===== src/rtl/dram_ref_pkg.sv =====
// Package: shared types for the DRAM refresh sequencer.
// Assumes: nothing beyond IEEE 1800-2017.
package dram_ref_pkg;

    // Sequencer phases: waiting for the due point, closing banks, refreshing
    typedef enum logic [1:0] {
        SEQ_WAIT    = 2'd0,
        SEQ_CLOSE   = 2'd1,
        SEQ_REFRESH = 2'd2
    } seq_state_e;

endpackage


===== src/rtl/ref_interval_timer.sv =====
// Module: ref_interval_timer
// Counts down to the next refresh due point. It is reloaded when a refresh
// command is launched, so the spacing between commands is T_REFI - T_RP cycles.
// Assumes: T_REFI > T_RP + 1. The count saturates at zero until reloaded.
module ref_interval_timer #(
    parameter int T_REFI = 7800,
    parameter int T_RP   = 14
) (
    input  logic clk,
    input  logic rst_n,
    input  logic reload,
    output logic due
);
    localparam int GAP_W  = $clog2(T_REFI + 1);
    localparam int RELOAD = T_REFI - T_RP - 1;

    logic [GAP_W-1:0] gap_q;

    // Count down toward the due point; restart the interval on reload
    always_ff @(posedge clk) begin
        if (!rst_n) begin
            gap_q <= GAP_W'(RELOAD);
        end else if (reload) begin
            gap_q <= GAP_W'(RELOAD);
        end else if (gap_q != '0) begin
            gap_q <= gap_q - 1'b1;
        end
    end

    assign due = (gap_q == '0);
endmodule


===== src/rtl/ref_bank_closer.sv =====
// Module: ref_bank_closer
// Closes one bank during the close-out phase. It issues one precharge request
// once the bank is open and timing-ready, then reports busy for T_RP cycles.
// Assumes: T_RP >= 1. The controller clears bank_open after seeing pre_req.
module ref_bank_closer #(
    parameter int T_RP = 14
) (
    input  logic clk,
    input  logic rst_n,
    input  logic close_en,
    input  logic bank_open,
    input  logic bank_ready,
    output logic pre_req,
    output logic busy
);
    localparam int TMR_W = $clog2(T_RP + 1);

    logic             issued_q;
    logic [TMR_W-1:0] tmr_q;
    logic             fire;

    // A bank is closed once per close-out phase, when open and ready
    assign fire = close_en && bank_open && bank_ready && !issued_q;

    // Issue the request and run the precharge timer
    always_ff @(posedge clk) begin
        if (!rst_n) begin
            pre_req  <= 1'b0;
            issued_q <= 1'b0;
            tmr_q    <= '0;
        end else begin
            pre_req  <= fire;
            issued_q <= close_en && (issued_q || fire);
            if (fire) begin
                tmr_q <= TMR_W'(T_RP);
            end else if (tmr_q != '0) begin
                tmr_q <= tmr_q - 1'b1;
            end
        end
    end

    assign busy = (tmr_q != '0);
endmodule


===== src/rtl/dram_refresh_seq.sv =====
// Module: dram_refresh_seq (top)
// All-bank auto refresh sequencer. At each due point it either starts the
// refresh directly (power state idle) or first closes open banks and waits
// out tRP. It then holds the channel for tRFC while blocking new requests.
// Assumes: T_RFC >= 1, T_RP >= 1, T_REFI > T_RP + 1. The controller drops a
// bank_open bit once it sees the matching pre_req bit.
module dram_refresh_seq
    import dram_ref_pkg::*;
#(
    parameter int NUM_BANKS = 8,
    parameter int T_REFI    = 7800,
    parameter int T_RP      = 14,
    parameter int T_RFC     = 280
) (
    input  logic                 clk,
    input  logic                 rst_n,
    input  logic [NUM_BANKS-1:0] bank_open,
    input  logic [NUM_BANKS-1:0] bank_ready,
    input  logic                 pwr_idle,
    output logic [NUM_BANKS-1:0] pre_req,
    output logic                 ref_cmd,
    output logic                 block_req,
    output logic                 ref_done
);
    localparam int RFC_W = $clog2(T_RFC + 1);

    seq_state_e           state_q;
    logic [RFC_W-1:0]     rfc_q;
    logic [NUM_BANKS-1:0] bank_busy;
    logic                 due;
    logic                 close_en;
    logic                 all_quiet;
    logic                 launch;

    assign close_en  = (state_q == SEQ_CLOSE);
    assign all_quiet = (bank_open == '0) && (bank_busy == '0);
    assign launch    = ((state_q == SEQ_WAIT) && due && pwr_idle) ||
                       ((state_q == SEQ_CLOSE) && all_quiet);

    ref_interval_timer #(
        .T_REFI (T_REFI),
        .T_RP   (T_RP)
    ) u_interval (
        .clk    (clk),
        .rst_n  (rst_n),
        .reload (launch),
        .due    (due)
    );

    // One closer per bank
    for (genvar b = 0; b < NUM_BANKS; b++) begin : g_bank
        ref_bank_closer #(
            .T_RP (T_RP)
        ) u_closer (
            .clk        (clk),
            .rst_n      (rst_n),
            .close_en   (close_en),
            .bank_open  (bank_open[b]),
            .bank_ready (bank_ready[b]),
            .pre_req    (pre_req[b]),
            .busy       (bank_busy[b])
        );
    end

    // Phase sequencing, refresh command and completion pulses
    always_ff @(posedge clk) begin
        if (!rst_n) begin
            state_q  <= SEQ_WAIT;
            rfc_q    <= '0;
            ref_cmd  <= 1'b0;
            ref_done <= 1'b0;
        end else begin
            ref_cmd  <= launch;
            ref_done <= 1'b0;
            if (launch) begin
                state_q <= SEQ_REFRESH;
                rfc_q   <= RFC_W'(T_RFC - 1);
            end else begin
                unique case (state_q)
                    SEQ_WAIT: begin
                        if (due) state_q <= SEQ_CLOSE;
                    end
                    SEQ_CLOSE: begin
                        state_q <= SEQ_CLOSE;
                    end
                    SEQ_REFRESH: begin
                        if (rfc_q == '0) begin
                            state_q  <= SEQ_WAIT;
                            ref_done <= 1'b1;
                        end else begin
                            rfc_q <= rfc_q - 1'b1;
                        end
                    end
                    default: state_q <= SEQ_WAIT;
                endcase
            end
        end
    end

    assign block_req = (state_q != SEQ_WAIT);
endmodule


===== config.mk =====
export PLATFORM = sky130hd
export DESIGN_NAME = dram_refresh_seq
export DESIGN_NICKNAME = d
export VERILOG_FILES = /design/src/rtl/dram_ref_pkg.sv /design/src/rtl/ref_interval_timer.sv /design/src/rtl/ref_bank_closer.sv /design/src/rtl/dram_refresh_seq.sv
export SDC_FILE = /design/constraint.sdc
export NUM_CORES = 1
export LEC_CHECK = 0
export BUFFER_PORTS_ARGS = -buffer_cell sky130_fd_sc_hd__buf_2
export CELL_PAD_IN_SITES_DETAIL_PLACEMENT = 0
export CELL_PAD_IN_SITES_GLOBAL_PLACEMENT = 2
export CORE_ASPECT_RATIO = 0.7
export CORE_MARGIN = 4
export CORE_UTILIZATION = 30
export CTS_BUF_LIST = sky130_fd_sc_hd__clkbuf_16
export DETAILED_ROUTE_END_ITERATION = 6
export GPL_TIMING_DRIVEN = 0
export PLACE_DENSITY = 0.66
export SLEW_MARGIN = 20
export SYNTH_ARGS = -nofsm -noshare
export SYNTH_HDL_FRONTEND = slang
export SYNTH_HIERARCHICAL = 1
export SYNTH_SLANG_ARGS = --single-unit

===== constraint.sdc =====
create_clock -name clk -period 2.15 [get_ports clk]
set_input_delay 0.3225 -clock clk [delete_from_list [all_inputs] [get_ports clk]]
set_output_delay 0.3225 -clock clk [all_outputs]
set_load 0.02 [all_outputs]

==> impl_metrics.env, run 1 <==
export IMPL_clk_pin_slew_ns=0.06
export IMPL_hp_class="in -> reg"
export IMPL_clock_skew_ns=0.00545
export IMPL_r2r_cells=7
export IMPL_layout_min_cycle_time_ns=2.06
export IMPL_vias=2544
export IMPL_slew_headroom=0.497
export IMPL_critPathKind="reg -> reg"
export IMPL_r2r_slack_ns=0.09
export IMPL_power_density_nw_per_um2=803
export IMPL_min_path_cells=3
export IMPL_seq_area_frac_synth=0.484
export IMPL_insertion_delay_ns=0.33
export IMPL_fp_coreArea_um2=9830
export IMPL_min_delay_start="bank_ready[0]"
export IMPL_die_w_um=129
export IMPL_drc=0
export IMPL_ys_types=41
export IMPL_hold_violations=0
export IMPL_global_route_usage_met3=0.0392
export IMPL_syn_num_nets=349
export IMPL_drt_pass1_iterations=4
export IMPL_areaGrowthSynthToFinish_pct=25.2
export IMPL_status="completed"
export IMPL_synth_cells=328
export IMPL_wl_per_cell_um=13.6
export IMPL_cts_tree="yes"
export IMPL_vias_per_cell=4.99
export IMPL_gp_congestion=0.798
export IMPL_use_met1=0.180
export IMPL_antenna_found_initial=0
export IMPL_async_flop_share=0
export IMPL_setup_viol=0
export IMPL_holdPathEnd="g_bank[0].u_closer/issued_q$_SDFF_PN0_"
export IMPL_cts_buffer_depth=2
export IMPL_rsz0062_at_grt="true"
export IMPL_ys_flop_type="dfxtp_1"
export IMPL_drv_slew=0
export IMPL_cts_sinks=74
export IMPL_p_leak_nw=1.49
export IMPL_syn_avg_cell_area_um2=9.33
export IMPL_overflow=0
export IMPL_dp_cells=485
export IMPL_ys_warn_count=6
export IMPL_max_freq_ghz=0.486
export IMPL_dp_hpwl_um=4640
export IMPL_hold_buffers=0
export IMPL_rr_startpoint="u_interval/gap_q[8]$_SDFFE_PP0N_"
export IMPL_synth_edf_count=0
export IMPL_top_usage_layer="met1"
export IMPL_grt_use_met2=0.153
export IMPL_grt_pass1_wl_um=11400
export IMPL_grt_total_usage=0.121
export IMPL_final_cell_area_um2=3830
export IMPL_fin_crit_sh=0.958
export IMPL_netlist_area_um2=3060
export IMPL_place_area_um2=3370
export IMPL_worstPathRequired_ns=2.36
export IMPL_holdWs_ns=0.241
export IMPL_utilization=0.389
export IMPL_crit_fanout=6
export IMPL_grt_start_max_net_pins=29
export IMPL_rows=30
export IMPL_tightest_slew_ns=0.751
export IMPL_numCtsBuffers=9
export IMPL_cp_start_kind="register"
export IMPL_vdd_ir_drop_max_v=0.000315
export IMPL_ys_seq_elements=74
export IMPL_num_antenna_cells=0
export IMPL_final_antenna_net_count=0
export IMPL_drt_total_wl_um=6940
export IMPL_drv_cap=0
export IMPL_drt_iter0_drc=132
export IMPL_rr_endpoint="u_interval/gap_q[3]$_SDFFE_PP1N_"
export IMPL_end_kind="register"
export IMPL_cts_root_buf="clkbuf_16"
export IMPL_final_nets=398
export IMPL_dieArea_um2=11900
export IMPL_final_cells=510
export IMPL_critPathArrivalTime_ns=2.26
export IMPL_grt_pass1_vias=2283
export IMPL_cts_max_level=3
export IMPL_port_buffers=29
export IMPL_start_util=0.311
export IMPL_die_y_um=92.5
export IMPL_io_pins=30
export IMPL_drive_gt1_frac=0.236
[report_power, final]
part,leakage [nW],switching [W],internal [W]
combinational,0.733,0.0000594,0.0000439
sequential,0.598,0.0000112,0.00138
clock,0.154,0.000578,0.00100
total,1.49,0.000649,0.00243
[state kept, by name, indices dropped and copies added (netlist names)]
name	count
g_bank.u_closer/pre_req	8
g_bank.u_closer/tmr_q	32
ref_done	1
state_q	2
g_bank.u_closer/issued_q	8
u_interval/gap_q	13
ref_cmd	1
rfc_q	9
[cell families (layout without fill, tap and decap cells)]
family                   count (synthesis)  in the layout  share of synthesized area
multiplexers                             2              2                    0.00859
adder cells (fa/ha/maj)                  2              2                    0.00818
buffers and inverters                   18             72                     0.0249
AO/OA/AOI/OAI                           88             88                      0.181
flip-flops                              74             74                      0.484
XOR/XNOR                                 3              3                    0.00859
AND/OR/NAND/NOR                        141            141                      0.285
[layout by cell type, fill, tap and decap left out, drive strengths merged, types with 2 or more instances in the layout]
| cell | count |
|---|---|
| nand2 | 27 |
| ha | 2 |
| or4 | 14 |
| nand3b | 9 |
| and4b | 8 |
| inv | 17 |
| nor2b | 2 |
| o21ai | 22 |
| a31oi | 19 |
| nand4b | 8 |
| buf | 40 |
| o31ai | 11 |
| clkinv | 3 |
| clkbuf | 9 |
| xnor2 | 2 |
| a21oi | 27 |
| or3 | 10 |
| dfxtp | 74 |
| nor3 | 6 |
| o41ai | 5 |
| or2 | 2 |
| nand3 | 6 |
| or4b | 2 |
| nor4 | 8 |
| mux2 | 2 |
| nand2b | 3 |
| bufinv | 2 |
| nor2 | 33 |
[layer usage]
| layer | wire (um) | part of all wire | vias to the layer above |
|---|---|---|---|
| met3 | 268 | 0.039 | 6 |
| met5 | 0 | 0 | - |
| met4 | 83 | 0.012 | 0 |
| li1 | - | - | 1327 |
| met1 | 3770 | 0.54 | 1168 |
| met2 | 2820 | 0.41 | 43 |
[area by class of cell]
class                      instances  area (um2)
clock inverter                     7        85.1
sequential                        74        1490
inverter                          16        60.1
fill                             984        6000
tap                              128         160
buffer                             2        22.5
timing repair buffer              38         213
clock buffer                       9         225
multi-input combinational        236        1580
[critical path, stage by stage (launching register included)]
cell,delay (ns)
dfxtp_4,0.35
or4_4,0.53
buf_6,0.14
buf_4,0.13
buf_4,0.13
o41ai_1,0.40
xor2_1,0.19
nand2_1,0.06
[metrics by stage]
stage / setup slack, ns / TNS, ns / total power (W)
2_1_floorplan: 0.00195 / 0 / 0.00147
3_3_place_gp: -0.480 / -7.30 / 0.00152
3_5_place_dp: -0.479 / -6.07 / 0.00152
4_1_cts: -0.00973 / -0.00973 / 0.00313
5_1_grt: -0.0198 / -0.0486 / 0.00320
6_report: 0.0908 / 0 / 0.00308
[synthesized netlist by cell type (all sizes together) (3+ instances only)]
master,number,share of area
and4b,8,0.026
o41ai,5,0.020
nand3b,9,0.022
or4,14,0.045
nor4,8,0.023
inv,16,0.020
nor2,33,0.040
nand4b,8,0.023
nand2,27,0.033
a31oi,19,0.039
nand2b,3,0.0086
o21ai,22,0.036
nand3,6,0.0098
o31ai,11,0.027
a21oi,27,0.045
dfxtp,74,0.48
nor3,6,0.0098
or3,10,0.020
[what timing repair did]
item,in CTS,in global routing
resized for setup,9,12
setup buffers,2,7
setup endpoints to repair,26,7
pin swaps,2,4
[worst max-delay path by stage]
stage | cells after the start | start | end
final | 7 | u_interval/gap_q[8]$_SDFFE_PP0N_ | u_interval/gap_q[3]$_SDFFE_PP1N_
after global routing | 8 | u_interval/gap_q[9]$_SDFFE_PP1N_ | ref_done$_SDFF_PP0_
after CTS | 8 | g_bank[0].u_closer/tmr_q[0]$_SDFFE_PP0P_ | u_interval/gap_q[6]$_SDFFE_PP1N_
after detailed placement | 10 | u_interval/gap_q[0]$_SDFFE_PP1N_ | u_interval/gap_q[6]$_SDFFE_PP1N_
after global placement | 10 | u_interval/gap_q[0]$_SDFFE_PP1N_ | u_interval/gap_q[6]$_SDFFE_PP1N_
after floorplan | 8 | u_interval/gap_q[4]$_SDFFE_PP0N_ | u_interval/gap_q[6]$_SDFFE_PP1N_
Note: power is estimated with default switching activity, not from simulation.
==> run 2: changes to the inputs <==
CELL_PAD_IN_SITES_DETAIL_PLACEMENT = unset   (was 0)
CELL_PAD_IN_SITES_GLOBAL_PLACEMENT = unset   (was 2)
PLACE_DENSITY = 0.43   (was 0.66)
clock period = 2.3 ns   (was 2.15 ns; I/O delays follow)
==> impl_metrics.env, run 2 (same netlist as run 1, synthesis figures left out) <==
export IMPL_final_cells=503
export IMPL_drt_total_wl_um=6600
export IMPL_final_antenna_net_count=0
export IMPL_crit_slowest_cell="or4_4"
export IMPL_rows=30
export IMPL_hold_violations=0
export IMPL_critPathArrivalTime_ns=2.41
export IMPL_fp_coreArea_um2=9830
export IMPL_dp_hpwl_um=4490
export IMPL_final_nets=391
export IMPL_insertion_delay_ns=0.33
export IMPL_crit_fanout=8
export IMPL_cts_tree="yes"
export IMPL_cts_sinks=74
export IMPL_end_kind="register"
export IMPL_power_density_nw_per_um2=790
export IMPL_tightest_slew_ns=0.714
export IMPL_gp_congestion=0.756
export IMPL_utilization=0.381
export IMPL_grt_total_usage=0.117
export IMPL_port_buffers=29
export IMPL_fin_crit_sh=0.941
export IMPL_io_pins=30
export IMPL_top_register="g_bank.u_closer/tmr_q"
export IMPL_vdd_ir_drop_max_v=0.000361
export IMPL_final_cell_mix="dfxtp_1, nor2_1, buf_2"
export IMPL_grt_pass1_vias=2338
export IMPL_drt_pass1_iterations=4
export IMPL_grt_pass1_wl_um=11100
export IMPL_vias_per_cell=5.09
export IMPL_crit_chain="or4_4 > nor4_2 > nand3_1 > o21a_4 > inv_1 > nand2b_4 > a21oi_1 > o31ai_1"
export IMPL_areaGrowthSynthToFinish_pct=22.6
export IMPL_cts_buffer_depth=2
export IMPL_cts_max_level=3
export IMPL_dp_cells=485
export IMPL_rsz0062_at_grt="true"
export IMPL_max_freq_ghz=0.462
export IMPL_grt_start_max_net_pins=29
export IMPL_antenna_found_initial=0
export IMPL_overflow=0
export IMPL_p_leak_nw=1.45
export IMPL_start_util=0.311
export IMPL_crit_path_max_incr_delay_ns=0.55
export IMPL_cp_start_kind="register"
export IMPL_final_cell_area_um2=3750
export IMPL_drc=0
export IMPL_cts_root_buf="clkbuf_16"
export IMPL_holdWs_ns=0.263
export IMPL_clk_pin_slew_ns=0.06
export IMPL_vias=2562
export IMPL_numCtsBuffers=9
export IMPL_drv_cap=0
export IMPL_largest_registers="g_bank.u_closer/tmr_q (32), u_interval/gap_q (13), rfc_q (9)"
export IMPL_worstPathRequired_ns=2.54
export IMPL_critPathKind="reg -> reg"
export IMPL_clock_skew_ns=0.00587
export IMPL_hold_buffers=0
export IMPL_num_antenna_cells=0
export IMPL_status="completed"
export IMPL_drive_gt1_frac=0.200
export IMPL_hp_class="in -> reg"
export IMPL_dieArea_um2=11900
export IMPL_largest_reg_flops=32
export IMPL_setup_viol=0
export IMPL_wl_per_cell_um=13.1
export IMPL_die_y_um=92.5
export IMPL_final_common_cell="dfxtp_1"
export IMPL_power_w=0.00296
export IMPL_drt_iter0_drc=128
export IMPL_slew_headroom=0.522
export IMPL_die_w_um=129
export IMPL_layout_min_cycle_time_ns=2.17
export IMPL_place_area_um2=3370
export IMPL_drv_slew=0
[run 2: cell count changes in the layout (fill, tap and decap cells not counted), moves of 2 or more]
cell     delta
dfxtp_1     +2
nor4_4      -2
buf_4       -7
or4_1       +2
or4_4       -2
[run 2: metal layers]
layer	GRT usage	wire length, um	up-vias
met5	0	0	-
met2	0.163	2670	27
met1	0.164	3560	1198
met3	0.0409	260	13
met4	0.0498	120	0
li1	-	-	1324
[run 2: final timing paths]
kind	from	slack, ns	cells after the start	end
setup / recovery	g_bank[0].u_closer/tmr_q[0]$_SDFFE_PP0P_	0.13	8	u_interval/gap_q[6]$_SDFFE_PP1N_
hold / removal	bank_ready[4]	0.26	3	g_bank[4].u_closer/issued_q$_SDFF_PN0_
hold reg to reg	g_bank[7].u_closer/issued_q$_SDFF_PN0_	0.46	2	g_bank[7].u_closer/issued_q$_SDFF_PN0_
setup reg to reg	g_bank[0].u_closer/tmr_q[0]$_SDFFE_PP0P_	0.13	8	u_interval/gap_q[6]$_SDFFE_PP1N_
[run 2: critical path, delay by kind of cell (launching register included)]
family          cells  cell delay, ns
simple gates        4            1.25
compound gates      3            0.40
flops               1            0.35
buf+inv             1            0.09
[run 2: power by group]
group,total [W],leakage (nW),internal (W),switching (W)
registers,0.00130,0.597,0.00129,0.00000999
clock network,0.00157,0.164,0.00105,0.000522
logic,0.0000932,0.686,0.0000391,0.0000541
[run 2: timing repair]
action	in CTS	in global routing
pin swaps	1	1
buffers inserted	1	1
gates resized for setup	4	4
hold endpoints to repair	0	0
setup endpoints to repair	19	12
[run 2: cell type report]
type                       instances  area [um2]
tap                              128         160
buffer                             2        16.3
fill                             996        6080
sequential                        74        1480
clock buffer                       9         225
timing repair buffer              31         160
inverter                          16        60.1
multi-input combinational        236        1540
clock inverter                     7         108
[run 2: metrics by stage]
stage,TNS (ns),setup slack [ns]
floorplan,0,0.117
global placement,-3.07,-0.311
detailed placement,-2.58,-0.325
CTS,0,0.0375
global route,-0.000328,-0.000328
finish,0,0.135
==> run 3: changes to the inputs <==
CTS_BUF_LIST = unset   (was sky130_fd_sc_hd__clkbuf_16)
SYNTH_HIERARCHICAL = unset   (was 1)
==> impl_metrics.env, run 3 <==
export IMPL_crit_buf_inv=1
export IMPL_synth_top_area_frac=0.472
export IMPL_numCtsBuffers=9
export IMPL_switching_share=0.222
export IMPL_min_path_cells=2
export IMPL_regArea_um2=1480
export IMPL_vias=2695
export IMPL_synthTopCellsByArea="dfxtp_1, nor2_1, nor4_1"
export IMPL_tightest_slew_ns=0.790
export IMPL_rows=30
export IMPL_cts_tree="yes"
export IMPL_r2r_cells=6
export IMPL_async_flop_share=0
export IMPL_syn_avg_cell_area_um2=8.72
export IMPL_drv_slew=0
export IMPL_drv_cap=0
export IMPL_num_antenna_cells=0
export IMPL_final_cell_mix="dfxtp_1, nor2_1, buf_2"
export IMPL_largest_reg_flops=32
export IMPL_synth_cells=360
export IMPL_power_density_nw_per_um2=717
export IMPL_crit_path_max_incr_delay_ns=0.62
export IMPL_hold_violations=0
export IMPL_top_register="g_bank.u_closer.tmr_q"
export IMPL_cp_top_family="simple AND/OR/NAND/NOR gates"
export IMPL_dieArea_um2=12200
export IMPL_multi_input_area_um2=1550
export IMPL_drt_pass1_iterations=4
export IMPL_hold_buffers=0
export IMPL_seq_area_frac_synth=0.472
export IMPL_crit_fanout=10
export IMPL_wl_per_cell_um=14.6
export IMPL_final_antenna_net_count=0
export IMPL_io_pins=30
export IMPL_vdd_ir_drop_max_v=0.000334
export IMPL_utilization=0.375
export IMPL_drt_iter0_drc=119
export IMPL_ys_seq_elements=74
export IMPL_drc=0
export IMPL_cts_max_level=3
export IMPL_synthTopCellsByCount="dfxtp_1, nor2_1, a21oi_1, nor3_1, nand2_1"
export IMPL_finalSetupTns_ns=0
export IMPL_overflow=0
export IMPL_clock_skew_ns=0.00516
export IMPL_grt_start_max_net_pins=12
export IMPL_areaGrowthSynthToFinish_pct=18.8
export IMPL_cts_root_buf="clkbuf_16"
export IMPL_worstPathRequired_ns=2.52
export IMPL_crit_slowest_cell="or4_1"
export IMPL_p_clk_frac=0.478
export IMPL_ys_flop_type="dfxtp_1"
export IMPL_slew_headroom=0.466
export IMPL_crit_chain="or4_1 > nand4b_4 > o21a_1 > nand2_2 > buf_6 > nor3_1"
export IMPL_drive_gt1_frac=0.148
export IMPL_ys_warn_count=0
export IMPL_yosysMostFrequentCell="dfxtp_1"
export IMPL_netlist_area_um2=3140
export IMPL_pwr_share_seq=0.486
export IMPL_switchingPower_w=0.000594
export IMPL_cts_buffer_depth=2
export IMPL_max_freq_ghz=0.482
export IMPL_insertion_delay_ns=0.33
export IMPL_final_nets=423
export IMPL_hp_class="in -> reg"
export IMPL_start_util=0.316
export IMPL_ys_types=41
export IMPL_antenna_found_initial=0
export IMPL_fillers=1013
export IMPL_cp_start_kind="register"
export IMPL_grt_total_usage=0.135
export IMPL_port_buffers=29
export IMPL_fp_coreArea_um2=9950
export IMPL_fin_crit_sh=0.902
export IMPL_power_internal_w=0.00208
export IMPL_die_y_um=93.6
export IMPL_status="completed"
export IMPL_vias_per_cell=5.06
export IMPL_setup_viol=0
export IMPL_syn_num_nets=383
export IMPL_final_common_cell="dfxtp_1"
export IMPL_grt_pass1_wl_um=12600
export IMPL_synth_edf_count=0
export IMPL_critPathKind="reg -> reg"
export IMPL_drt_total_wl_um=7770
export IMPL_end_kind="register"
export IMPL_grt_pass1_vias=2402
export IMPL_cts_sinks=74
export IMPL_yosys_area_top_type="dfxtp_1"
export IMPL_gp_congestion=0.768
export IMPL_critPathArrivalTime_ns=2.29
export IMPL_pwr_share_comb=0.036
export IMPL_dp_hpwl_um=5630
export IMPL_layout_min_cycle_time_ns=2.07
export IMPL_largest_registers="g_bank.u_closer.tmr_q (32), u_interval.gap_q (13), rfc_q (9)"
export IMPL_clk_pin_slew_ns=0.06
export IMPL_p_leak_nw=1.47
export IMPL_rsz0062_at_grt="false"
export IMPL_cp_num_cells=6
export IMPL_die_w_um=130
==> run 3: repair_timing <==
item / CTS / global route
endpoints found under the setup margin: 0 / 10
buffers inserted: 0 / 0
gates resized for setup: 0 / 3
==> run 3: cells by family (layout without fill, tap and decap cells) <==
kind of cell | Yosys count | in the layout | synth area share
multiplexers | 5 | 5 | 0.0159
AND/OR/NAND/NOR | 180 | 180 | 0.300
flip-flops | 74 | 74 | 0.472
adder cells (fa/ha/maj) | 4 | 4 | 0.0159
XOR/XNOR | 8 | 8 | 0.0223
buffers and inverters | 24 | 69 | 0.0406
AO/OA/AOI/OAI | 65 | 65 | 0.133
==> run 3: metrics by stage <==
stage	area (um2)	power, W	cells	hold slack, ns	setup WS, ns
floorplan	3140	0.00138	360	0.417	0.402
global placement	3450	0.00142	517	0.437	0.0896
detailed placement	3450	0.00142	517	0.445	0.0514
CTS	3710	0.00272	533	0.242	0.0440
global route	3730	0.00277	533	0.246	0.0619
finish	3730	0.00268	533	0.252	0.226
==> run 3: path summary, 6_finish.rpt <==
path | slack (ns) | startpoint | to
max | 0.23 | u_interval.gap_q[7]$_SDFFE_PP0P_ | ref_done$_SDFF_PP0_
min | 0.25 | rst_n | u_interval.gap_q[11]$_SDFFE_PP1P_
max reg2reg | 0.23 | u_interval.gap_q[7]$_SDFFE_PP0P_ | ref_done$_SDFF_PP0_
min reg2reg | 0.45 | g_bank[7].u_closer.issued_q$_SDFF_PN0_ | g_bank[7].u_closer.pre_req$_SDFF_PN0_
==> run 3: area by class of cell <==
type / count / area share
Buffer: 16 / 0.0262
Multi-Input combinational cell: 262 / 0.416
Inverter: 8 / 0.00805
Clock buffer: 13 / 0.0671
Tap cell: 128 / 0.0429
Clock inverter: 3 / 0.00402
Sequential cell: 74 / 0.397
Timing Repair Buffer: 29 / 0.0389
==> run 3: power by group through the flow <==
stage	Clock, W	Combinational (W)	Sequential (W)
after global routing	0.00137	0.000107	0.00130
after global placement	0	0.0000958	0.00133
final	0.00128	0.0000959	0.00130
after floorplan	0	0.0000516	0.00133
after CTS	0.00132	0.0000969	0.00130
after detailed placement	0	0.0000964	0.00133
==> run 3: layer usage <==
| layer | track usage | wire, um | up-vias |
|---|---|---|---|
| met4 | 0.0493 | 119 | 0 |
| met5 | 0 | 0 | - |
| met3 | 0.0411 | 305 | 10 |
| met1 | 0.197 | 4200 | 1258 |
| li1 | - | - | 1392 |
| met2 | 0.184 | 3140 | 35 |
